**config.mk**
```make
export PLATFORM = sky130hd
export DESIGN_NAME = gp_timer16
export DESIGN_NICKNAME = d
export VERILOG_FILES = /design/src/rtl/gp_timer16.sv
export SDC_FILE = /design/constraint.sdc
export NUM_CORES = 1
export LEC_CHECK = 0
export BUFFER_PORTS_ARGS = -buffer_cell sky130_fd_sc_hd__buf_4
export CELL_PAD_IN_SITES_DETAIL_PLACEMENT = 1
export CELL_PAD_IN_SITES_GLOBAL_PLACEMENT = 2
export CORE_ASPECT_RATIO = 0.9
export CORE_MARGIN = 5
export CORE_UTILIZATION = 39
export DETAILED_ROUTE_END_ITERATION = 7
export GPL_TIMING_DRIVEN = 0
export HOLD_SLACK_MARGIN = 0.03
export PLACE_DENSITY_LB_ADDON = 0.1
export SYNTH_ARGS = -nofsm -noshare
export SYNTH_HDL_FRONTEND = slang
export SYNTH_SLANG_ARGS = --single-unit
```
**constraint.sdc**
```tcl
create_clock -name clk -period 8.32 [get_ports clk]
set_input_delay 0.416 -clock clk [delete_from_list [all_inputs] [get_ports clk]]
set_output_delay 0.416 -clock clk [all_outputs]
set_load 0.05 [all_outputs]
```
**src/rtl/gp_timer16.sv**
```systemverilog
module gp_timer16 #(
  parameter int CNT_W  = 16,
  parameter int N_EVT  = 16,
  parameter int ADDR_W = 5
) (
  input  logic              clk,
  input  logic              rst_n,
  input  logic              wr_en,
  input  logic [ADDR_W-1:0] addr,
  input  logic [CNT_W-1:0]  wdata,
  output logic [CNT_W-1:0]  rdata,
  input  logic [N_EVT-1:0]  events,
  output logic              tmo_irq,
  output logic              cap_irq
);
  localparam int SEL_W = $clog2(N_EVT);
  localparam int PW    = 15;
  localparam logic [ADDR_W-1:0] A_LOAD = ADDR_W'(5'h00);
  localparam logic [ADDR_W-1:0] A_CNT  = ADDR_W'(5'h04);
  localparam logic [ADDR_W-1:0] A_CTL  = ADDR_W'(5'h08);
  localparam logic [ADDR_W-1:0] A_CLR  = ADDR_W'(5'h0C);
  localparam logic [ADDR_W-1:0] A_CAP  = ADDR_W'(5'h10);
  localparam logic [ADDR_W-1:0] A_FLG  = ADDR_W'(5'h1C);

  logic [CNT_W-1:0] load_q, count_q, cap_q, step;
  logic [12:0]      ctrl_q;
  logic [PW-1:0]    pc, lim;
  logic [N_EVT-1:0] s1, s2, s3;
  logic             tmo_f, cap_f;

  wire              up     = ctrl_q[2];
  wire              per    = ctrl_q[3];
  wire              en     = ctrl_q[4];
  wire              rld    = ctrl_q[7];
  wire [SEL_W-1:0]  sel    = ctrl_q[8 +: SEL_W];
  wire              capen  = ctrl_q[12];

  wire wr_ld   = wr_en && addr == A_LOAD;
  wire wr_ctl  = wr_en && addr == A_CTL;
  wire wr_clr  = wr_en && addr == A_CLR;
  wire clr_tmo = wr_clr && wdata[0];
  wire clr_cap = wr_clr && wdata[1];

  always_comb
    case (ctrl_q[1:0])
      2'd0:    lim = PW'(0);
      2'd1:    lim = PW'(15);
      2'd2:    lim = PW'(255);
      default: lim = PW'(32767);
    endcase

  wire tick    = en && pc == lim;
  wire pre_chg = wr_ctl && wdata[1:0] != ctrl_q[1:0];
  wire en_rise = wr_ctl && wdata[4] && !en;
  wire at_end  = up ? &count_q : count_q == '0;
  wire wrap    = tick && at_end;
  wire cap_hit = capen && s2[sel] && !s3[sel];

  assign step = (at_end && per) ? load_q : (up ? count_q + 1'b1 : count_q - 1'b1);

  always_ff @(posedge clk) begin
    if (!rst_n) begin
      load_q  <= '0;
      count_q <= '0;
      cap_q   <= '0;
      ctrl_q  <= '0;
      pc      <= '0;
      tmo_f   <= 1'b0;
      cap_f   <= 1'b0;
      s1      <= '0;
      s2      <= '0;
      s3      <= '0;
    end else begin
      if (wr_ld)  load_q <= wdata;
      if (wr_ctl) ctrl_q <= wdata[12:0];

      if (!en || pre_chg || tick) pc <= '0;
      else                        pc <= pc + 1'b1;

      if (en_rise)             count_q <= load_q;
      else if (wr_ld && !en)   count_q <= wdata;
      else if (clr_tmo && rld) count_q <= load_q;
      else if (tick)           count_q <= step;

      tmo_f <= wrap | (tmo_f & ~clr_tmo);
      cap_f <= cap_hit | (cap_f & ~clr_cap);
      if (cap_hit) cap_q <= count_q;

      s1 <= events;
      s2 <= s1;
      s3 <= s2;
    end
  end

  always_comb
    case (addr)
      A_LOAD:  rdata = load_q;
      A_CNT:   rdata = count_q;
      A_CTL:   rdata = CNT_W'(ctrl_q);
      A_CAP:   rdata = cap_q;
      A_FLG:   rdata = CNT_W'({cap_f, tmo_f});
      default: rdata = '0;
    endcase

  assign tmo_irq = tmo_f;
  assign cap_irq = cap_f;
endmodule

```
==> out/results.ini <==
[status]
status = finished clean

[detailed_routing]
drcViolationCount = 0
drt_pass1_iterations = 5
drt-initial-drc-count = 358
via_per_inst = 5.63
wl_per_cell_um = 20.3
wirelength_um = 20200
ant_nets = 0
num_vias = 5599

[timing]
report.final.hold_viol_count = 0
hold_slack_ns = 0.196
clock_skew_ns = 0.00723
timing.fmax_mhz = 293
fin_setup_tns_ns = 0
rsz0062_at_grt = no
fin_crit_sh = 0.410
worstMarginPinSlew_ns = 0.986
slew_headroom = 0.343
slew_violations = 0
setup_viol = 0
min_period_ns = 3.41

[floorplan]
dieWidth_um = 142
core_um2 = 15400
fp.dieH_um = 129
io_pins = 58
row_count = 43
die_area_um2 = 18200
initial_utilization = 0.396

[global_route]
grt_use_total = 0.224
grt_pass1_vias = 5796
grt.overflow.total = 0
grt_max_degree = 17
antenna_found_initial = 0
grt_pass1_wl_um = 31300

[setup_path]
ff2ff_path_depth = 8
end_kind = register
worst-setup-path-type = reg2reg
endpoint = count_q[13]$_SDFFE_PN0P_
crit_start = ctrl_q[2]$_SDFFE_PN0P_
path_max_fanout = 14
r2r_setup_slack_ns = 4.91
cp.arrival_ns = 3.73
required_ns = 8.64
r2r_start = ctrl_q[2]$_SDFFE_PN0P_
cp-start-kind = register
reg2reg_to = count_q[13]$_SDFFE_PN0P_

[cts]
cts_buffer_depth = 2
insertion_delay_ns = 0.42
clock_sinks = 126
post_cts_resize_count = 0
cts_hold_buf = 0
cts_inserted_buffers = 17
cts_setup_buffers = 0
clockRootBuffer = clkbuf_16
tritoncts = yes
htreeDepth = 4
clk_pin_slew_worst_paths_ns = 0.06

[final_layout]
n_antenna_cell = 0
final_nets = 835
layout-area-overhead-vs-synth_pct = 20.7
drive_gt1_frac = 0.150

[job]
drv_cap = 0

[power]
powerDensity_nw_per_um2 = 207
power.leakage_nw = 2.89
ir_worst_vdd_uv = 137
power_mw = 1.52

[yosys]
synthCells = 705
syn-cell-area_um2 = 6090
yosys_warnings = 0
synth_edf_count = 0
synth_nets = 761
ys_types = 69
synth_flop_cell = dfxtp_1
async_flop_share = 0
yosysSeqAreaShare = 0.414
syn_area_per_cell_um2 = 8.64
synth_seq_cells = 126

[placed_design]
dp_hpwl_um = 14900
port-buffer-count = 55
gp_congestion = 0.852

[min_path]
hp-class = in2reg

[final cells by class]
class / count / area [um2]
multi-input combinational: 515 / 3270
fill: 1811 / 8040
tap: 202 / 253
timing repair buffer: 55 / 413
buffer: 38 / 203
clock inverter: 15 / 170
clock buffer: 17 / 425
sequential: 126 / 2520
inverter: 26 / 97.6
[registers in the layout (all words and copies together) (netlist names)]
name	count
cap_irq	1
cap_q	16
count_q	16
ctrl_q	13
load_q	16
pc	15
s1	16
s2	16
s3	16
tmo_irq	1
[cells in the final DEF (no fill, tap or decap), types with 5 or more instances in the layout]
| cell type | count |
|---|---|
| a211oi_1 | 6 |
| a21o_1 | 7 |
| a21oi_1 | 49 |
| a221oi_1 | 6 |
| a22oi_1 | 10 |
| and2_1 | 44 |
| and3_1 | 7 |
| buf_2 | 5 |
| buf_4 | 57 |
| clkbuf_1 | 23 |
| clkbuf_16 | 17 |
| dfxtp_1 | 126 |
| ha_1 | 15 |
| inv_1 | 25 |
| inv_6 | 5 |
| mux2i_1 | 32 |
| nand2_1 | 102 |
| nand3_1 | 11 |
| nand4_1 | 11 |
| nor2_1 | 57 |
| nor3_1 | 12 |
| nor4_1 | 6 |
| o2111ai_1 | 6 |
| o21a_1 | 6 |
| o21ai_0 | 31 |
| o32ai_1 | 6 |
| or3_1 | 5 |
| xnor2_1 | 11 |
| xor2_1 | 13 |
[metrics by stage]
step | setup slack, ns | cells | cell area [um2] | utilization
4_1_cts | 5.00 | 994 | 7350 | 0.478
3_5_place_dp | 5.02 | 962 | 6760 | 0.439
6_report | 4.91 | 994 | 7350 | 0.478
2_1_floorplan | 5.23 | 705 | 6090 | -
3_3_place_gp | 5.10 | 962 | 6760 | 0.439
5_1_grt | 4.78 | 994 | 7350 | 0.478
[cell usage after synthesis (6+ instances only)]
library cell / n / share of area
o2111ai_1: 6 / 0.0086
and3_1: 7 / 0.0072
a22oi_1: 10 / 0.012
o32ai_1: 6 / 0.0086
a211oi_1: 6 / 0.0074
a21oi_1: 49 / 0.040
nor4_1: 6 / 0.0062
nor2_1: 57 / 0.035
nor3_1: 12 / 0.0099
o21ai_0: 31 / 0.025
xor2_1: 13 / 0.019
ha_1: 15 / 0.031
xnor2_1: 11 / 0.016
a221oi_1: 6 / 0.0086
clkbuf_1: 23 / 0.014
nand3_1: 11 / 0.0090
nand4_1: 11 / 0.011
inv_1: 25 / 0.015
o21a_1: 6 / 0.0074
mux2i_1: 32 / 0.053
nand2_1: 102 / 0.063
and2_1: 44 / 0.045
a21o_1: 7 / 0.0086
dfxtp_1: 126 / 0.41
[layer usage]
layer / part of all wire / vias up / global-route usage
met5: 0 / - / 0
met4: 0.019 / 0 / 0.0649
met3: 0.047 / 28 / 0.0465
met2: 0.46 / 134 / 0.370
met1: 0.47 / 2786 / 0.297
li1: - / 2651 / -
[worst max-delay path, stage by stage (launching register included)]
cell and delay (ns):
dfxtp_1 0.59, inv_1 0.39, ha_1 0.55, and4_1 0.32
a21boi_0 0.40, a2111oi_2 0.13, o31ai_1 0.59, a2111o_1 0.27
o21ai_2 0.05
[kinds of logic (layout without fill, tap and decap cells)]
logic type | count (synthesis) | count (layout) | share of synthesized area
AO/OA/AOI/OAI | 166 | 166 | 0.188
XOR/XNOR | 24 | 24 | 0.0345
adder cells (fa/ha/maj) | 16 | 16 | 0.0341
buffers and inverters | 64 | 151 | 0.0493
flip-flops | 126 | 126 | 0.414
multiplexers | 33 | 33 | 0.0563
AND/OR/NAND/NOR | 276 | 276 | 0.223
[power by group]
group	leakage (nW)	switching, mW	total, mW	internal (mW)
sequential	1.02	0.0137	0.632	0.619
clock	0.288	0.329	0.733	0.403
combinational	1.57	0.0884	0.155	0.0669
[worst min path at each step]
| stage | from | endpoint | cells past startpoint |
|---|---|---|---|
| floorplan | s1[0]$_SDFF_PN0_ | s2[0]$_SDFF_PN0_ | 1 |
| global placement | s1[12]$_SDFF_PN0_ | s2[12]$_SDFF_PN0_ | 1 |
| detailed placement | s1[3]$_SDFF_PN0_ | s2[3]$_SDFF_PN0_ | 1 |
| CTS | events[11] | s1[11]$_SDFF_PN0_ | 2 |
| global route | events[14] | s1[14]$_SDFF_PN0_ | 2 |
| finish | events[14] | s1[14]$_SDFF_PN0_ | 2 |
Note: power is estimated with default switching activity, not from simulation.
